`src/rtl/mpu_bank_pkg.sv`:
```
package mpu_bank_pkg;
  typedef enum logic [2:0] {
    SEL_NONE, SEL_BASE, SEL_SIZE, SEL_PERM, SEL_INDEX
  } reg_sel_e;

  localparam logic [3:0] CRN_MPU    = 4'd6;
  localparam logic [3:0] CRM_REGION = 4'd1;
  localparam logic [3:0] CRM_INDEX  = 4'd2;
  localparam logic [2:0] OP_BASE    = 3'd0;
  localparam logic [2:0] OP_SIZE    = 3'd2;
  localparam logic [2:0] OP_PERM    = 3'd4;
  localparam logic [2:0] OP_INDEX   = 3'd0;
endpackage

```
`src/rtl/mpu_reg_decode.sv`:
```
module mpu_reg_decode
  import mpu_bank_pkg::*;
(
  input  logic [3:0] crn,
  input  logic [3:0] crm,
  input  logic [2:0] op2,
  output reg_sel_e   sel
);
  always_comb begin
    sel = SEL_NONE;
    if (crn == CRN_MPU) begin
      if (crm == CRM_REGION) begin
        case (op2)
          OP_BASE: sel = SEL_BASE;
          OP_SIZE: sel = SEL_SIZE;
          OP_PERM: sel = SEL_PERM;
          default: sel = SEL_NONE;
        endcase
      end else if (crm == CRM_INDEX && op2 == OP_INDEX) begin
        sel = SEL_INDEX;
      end
    end
  end
endmodule

```
`src/rtl/mpu_region_array.sv`:
```
module mpu_region_array #(
  parameter int NREG  = 8,
  parameter int NSLOT = 8,
  parameter int IW    = 3
) (
  input  logic              clk,
  input  logic              rst_n,
  input  logic              wr_en,
  input  logic [IW-1:0]     idx,
  input  logic [31:0]       wdata,
  output logic [NSLOT*32-1:0] flat,
  output logic [31:0]       rd_word
);
  logic [31:0] entry [NSLOT];

  for (genvar g = 0; g < NSLOT; g++) begin : g_slot
    if (g < NREG) begin : g_live
      always_ff @(posedge clk or negedge rst_n) begin
        if (!rst_n)                          entry[g] <= '0;
        else if (wr_en && idx == IW'(g))     entry[g] <= wdata;
      end
    end else begin : g_dead
      assign entry[g] = '0;
    end
    assign flat[g*32 +: 32] = entry[g];
  end

  always_comb begin
    rd_word = '0;
    for (int g = 0; g < NSLOT; g++)
      if (g < NREG && idx == IW'(g)) rd_word = entry[g];
  end
endmodule

```
`src/rtl/mpu_region_bank.sv`:
```
module mpu_region_bank
  import mpu_bank_pkg::*;
#(
  parameter int NREG = 8,
  localparam int NSLOT = (NREG == 0) ? 1 : NREG,
  localparam int IW    = (NREG <= 2) ? 1 : $clog2(NREG)
) (
  input  logic               clk,
  input  logic               rst_n,
  input  logic               acc_valid,
  input  logic               acc_write,
  input  logic               acc_priv,
  input  logic [3:0]         acc_crn,
  input  logic [3:0]         acc_crm,
  input  logic [2:0]         acc_op2,
  input  logic [31:0]        acc_wdata,
  output logic [31:0]        rd_data,
  output logic               rd_valid,
  output logic               inval_pulse,
  output logic               undef_err,
  output logic               deny_err,
  output logic [NSLOT*32-1:0] base_flat,
  output logic [NSLOT*32-1:0] size_flat,
  output logic [NSLOT*32-1:0] perm_flat
);
  localparam bit HAS_REGIONS = (NREG > 0);

  reg_sel_e      sel;
  logic [IW-1:0] idx_q;
  logic          granted, wr_ok, region_wr;
  logic [2:0]    arr_we;
  logic [31:0]   arr_rd [3];
  logic [31:0]   rd_mux;

  mpu_reg_decode u_dec (
    .crn(acc_crn), .crm(acc_crm), .op2(acc_op2), .sel(sel)
  );

  assign granted   = acc_valid && acc_priv && (sel != SEL_NONE);
  assign wr_ok     = granted && acc_write;
  assign region_wr = wr_ok && HAS_REGIONS && (sel != SEL_INDEX);

  assign arr_we[0] = region_wr && (sel == SEL_BASE);
  assign arr_we[1] = region_wr && (sel == SEL_SIZE);
  assign arr_we[2] = region_wr && (sel == SEL_PERM);

  logic [NSLOT*32-1:0] flats [3];

  for (genvar a = 0; a < 3; a++) begin : g_arr
    mpu_region_array #(.NREG(NREG), .NSLOT(NSLOT), .IW(IW)) u_arr (
      .clk(clk), .rst_n(rst_n), .wr_en(arr_we[a]), .idx(idx_q),
      .wdata(acc_wdata), .flat(flats[a]), .rd_word(arr_rd[a])
    );
  end

  assign base_flat = flats[0];
  assign size_flat = flats[1];
  assign perm_flat = flats[2];

  always_comb begin
    case (sel)
      SEL_BASE:  rd_mux = arr_rd[0];
      SEL_SIZE:  rd_mux = arr_rd[1];
      SEL_PERM:  rd_mux = arr_rd[2];
      SEL_INDEX: rd_mux = HAS_REGIONS ? 32'(idx_q) : 32'd0;
      default:   rd_mux = '0;
    endcase
  end

  always_ff @(posedge clk or negedge rst_n) begin
    if (!rst_n) begin
      idx_q       <= '0;
      rd_data     <= '0;
      rd_valid    <= 1'b0;
      inval_pulse <= 1'b0;
      undef_err   <= 1'b0;
      deny_err    <= 1'b0;
    end else begin
      rd_valid    <= granted && !acc_write;
      inval_pulse <= region_wr;
      undef_err   <= acc_valid && (sel == SEL_NONE);
      deny_err    <= acc_valid && !acc_priv && (sel != SEL_NONE);
      if (granted && !acc_write) rd_data <= rd_mux;
      if (wr_ok && sel == SEL_INDEX && HAS_REGIONS &&
          acc_wdata < 32'(NREG))
        idx_q <= acc_wdata[IW-1:0];
    end
  end
endmodule

```
`config.mk`:
```
export PLATFORM = sky130hd
export DESIGN_NAME = mpu_region_bank
export DESIGN_NICKNAME = d
export VERILOG_FILES = /design/src/rtl/mpu_bank_pkg.sv /design/src/rtl/mpu_reg_decode.sv /design/src/rtl/mpu_region_array.sv /design/src/rtl/mpu_region_bank.sv
export SDC_FILE = /design/constraint.sdc
export NUM_CORES = 1
export LEC_CHECK = 0
export BUFFER_PORTS_ARGS = -buffer_cell sky130_fd_sc_hd__buf_2
export CAP_MARGIN = 20
export CORE_AREA = 2 2 336 338
export CTS_CLUSTER_DIAMETER = 120
export DETAILED_ROUTE_END_ITERATION = 8
export DIE_AREA = 0 0 338 340
export GPL_TIMING_DRIVEN = 0
export PLACE_DENSITY_LB_ADDON = 0.2
export SLEW_MARGIN = 25
export SYNTH_ARGS = -nofsm -noshare
export SYNTH_HDL_FRONTEND = slang
export SYNTH_SLANG_ARGS = --single-unit
```
`constraint.sdc`:
```
create_clock -name clk -period 6.9 [get_ports clk]
set_clock_uncertainty 0.1 [all_clocks]
set_input_delay 0.345 -clock clk [delete_from_list [all_inputs] [get_ports clk]]
set_output_delay 0.345 -clock clk [all_outputs]
set_load 0.01 [all_outputs]
```
==> out/metrics.yaml <==
vias_per_cell: 5.838
root_buffer: "clkbuf_16"
design_area_um2: 47840
die_w_um: 338
fin_nets: 3827
clk_pin_slew_worst_paths_ns: 0.07
insertion_delay_ns: 0.72
cts_made_buffers: 95
worst_setup_path_end_kind: "register"
yosysUniqueCellTypes: 58
num_io_pins: 852
vias: 31340
place_area_um2: 44450
critical_path.startpoint: "idx_q[0]"
tightest_slew_ns: 1.143
worst_ep_required_time_ns: 7.37
synth_edf_count: 0
final_max_slew_viol_count: 0
gp_congestion: 0.9042
drc: 0
drive_above_1_share_pct: 54.58
crit_chain: "buf_2 > clkinv_1 > nor2_4 > nand2_1 > nor2_1 > buf_2 > mux2_2"
gr-usage-met3_pct: 13.02
maxCapViolations: 0
grt_use_total_pct: 38.85
grt_pass1_vias: 30530
cts-htree-levels: 3
antenna_found_initial: 22
grt_overflow: 0
synthCells: 2762
first_iter_violations: 3209
die-area_um2: 114900
grt_pass1_wl_um: 294400
cts_buffer_depth: 3
r2r_slack_ns: 2.57
max_freq_mhz: 231.1
p_leak_nw: 25.01
dp_cells: 5157
fp-row-count: 123
status: "completed"
critPathKind: "reg -> reg"
fillCellCount: 10700
die_h_um: 340
finalSetupViolCount: 0
crit_fanout: 10
fin_tns_setup_ns: 0
synthesis.area_um2: 37120
first_pass_iters: 5
top_usage_layer: "met2"
synthArstFlopShare_pct: 100.0
avgSynthCellArea_um2: 13.44
cpPeakStageDelay_ns: 0.84
p_per_area_nw_per_um2: 213.6
hpwl_um: 167300
grt_start_max_net_pins: 120
crit_path_frequent_cell: "buf_2"
crit_arrival_ns: 4.80
core_um2: 111600
synth_seq_cells: 807
area_growth_syn_to_layout_pct: 28.90
clock_sinks: 807
initial_core_util_pct: 33.27
tritoncts: "built"
seq_area_um2: 20190
yosysSeqAreaShare_pct: 54.41
fin_crit_sh_pct: 62.72
rsz0062_at_grt: "no"
hp-class: "in -> async"
routed_wl_um: 228200
utilization_pct: 42.88
multi_input_area_um2: 15840
ant_nets: 0
slew_headroom_pct: 23.82
ys_warn_count: 0
syn-num-nets: 2810
hold_viol: 0
critPathSlowestCell: "nor2_4"
ys_dominant_reg_cell: "dfrtp_1"
port_buffers: 851
use_met2_pct: 59.58
ir_drop_uv: 158.0
period_minus_slack_ns: 4.328
crit_path_start_kind: "register"
power_w: 0.01022
reg2reg_from: "idx_q[0]"
final-instance-count-excl-fill: 5368
wl_per_cell_um: 42.52
grt_util_met1_pct: 48.87
[cells in the final DEF, fill, tap and decap left out, types with 18 or more instances in the layout]
master / netlist / layout
a21oi_1: 86 / 86
a22oi_1: 39 / 39
buf_16: 0 / 31
buf_2: 90 / 964
clkbuf_1: 132 / 104
clkbuf_16: 0 / 95
clkbuf_2: 0 / 55
clkbuf_8: 0 / 20
dfrtp_1: 807 / 807
dlygate4sd3_1: 0 / 25
mux2_2: 823 / 823
mux2i_1: 141 / 141
mux4_2: 46 / 46
nand2_1: 67 / 67
nor2_1: 100 / 95
nor2b_1: 19 / 18
o21ai_0: 94 / 94
o221ai_1: 36 / 36
o22ai_1: 43 / 43
[stage by stage]
stage,worst slack [ns],hold WS (ns)
CTS,2.650,0.0006177
global route,2.611,0.02909
floorplan,4.397,-0.05059
global placement,-13.44,0.3708
finish,2.572,0.01815
detailed placement,2.482,0.1469
[layout make-up]
cell class                      count  area share, %
Multi-Input combinational cell   1691          33.11
Sequential cell                   807          42.21
Clock inverter                     31         0.7401
Clock buffer                      142          5.756
Buffer                            255          2.495
Tap cell                         1500          3.923
Timing Repair Buffer              920          11.62
Inverter                            9        0.07061
Antenna cell                       13        0.06800
[path summary, 6_finish.rpt]
check                                           end  cells past startpoint
max reg2reg                 g_arr[2].u_arr.flat[53]                      7
min                        g_arr[2].u_arr.flat[179]                      2
min in group clk            g_arr[1].u_arr.flat[75]                      2
max                         g_arr[2].u_arr.flat[53]                      7
max in group asynchronous   g_arr[2].u_arr.flat[33]                      5
min reg2reg                              rd_data[6]                      1
[cells by family (layout without fill, tap and decap cells)]
kind of cell	after synthesis	count (layout)	share of synthesized area (%)
compound gates	409	409	7.305
buf+inv	264	1357	3.044
flops	807	807	54.41
mux	1020	1020	31.87
other cells	0	13	0
simple gates	262	262	3.378
[where the power goes]
part | switching [W] | internal (W)
Sequential | 0.00000376 | 0.00474
Combinational | 0.000235 | 0.0000526
Clock | 0.00224 | 0.00295
[sequential cells by signal (all words and copies together), names as in the netlist]
name	count
inval_pulse	1
idx_q	3
deny_err	1
g_arr.u_arr.flat	768
rd_valid	1
undef_err	1
rd_data	32
[critical path: cells and delay by family (launching register included)]
kind / cells / cell delay (ns)
buf+inv: 3 / 1.55
flops: 1 / 0.41
mux: 1 / 0.40
simple gates: 3 / 1.70
[synthesized netlist by cell type, drive strengths merged (17+ instances only)]
| cell | n | area (um^2) |
|---|---|---|
| mux4 | 46 | 1036 |
| nand2 | 67 | 251.5 |
| nor2 | 100 | 375.4 |
| o221ai | 36 | 315.3 |
| o21ai | 94 | 470.5 |
| buf | 123 | 600.6 |
| dfrtp | 807 | 20190 |
| nor2b | 19 | 118.9 |
| clkbuf | 132 | 495.5 |
| a22oi | 39 | 292.8 |
| a221oi | 17 | 155.1 |
| o22ai | 43 | 269.0 |
| mux2i | 141 | 1411 |
| mux2 | 833 | 9380 |
| a21oi | 86 | 430.4 |
| a22o | 17 | 148.9 |
[what timing repair did]
action / 4_1_cts / 5_1_grt
hold buffers: 25 / 0
gates resized for setup: 0 / 0
buffers inserted: 0 / 0
hold endpoints to repair: 346 / 0
[routing by layer]
metal | share of wire (%) | wire length, um
met5 | 0.016 | 37
met4 | 5.8 | 13150
met3 | 11 | 24750
met2 | 45 | 102200
met1 | 39 | 88130
(Power assumes the default switching activity.)
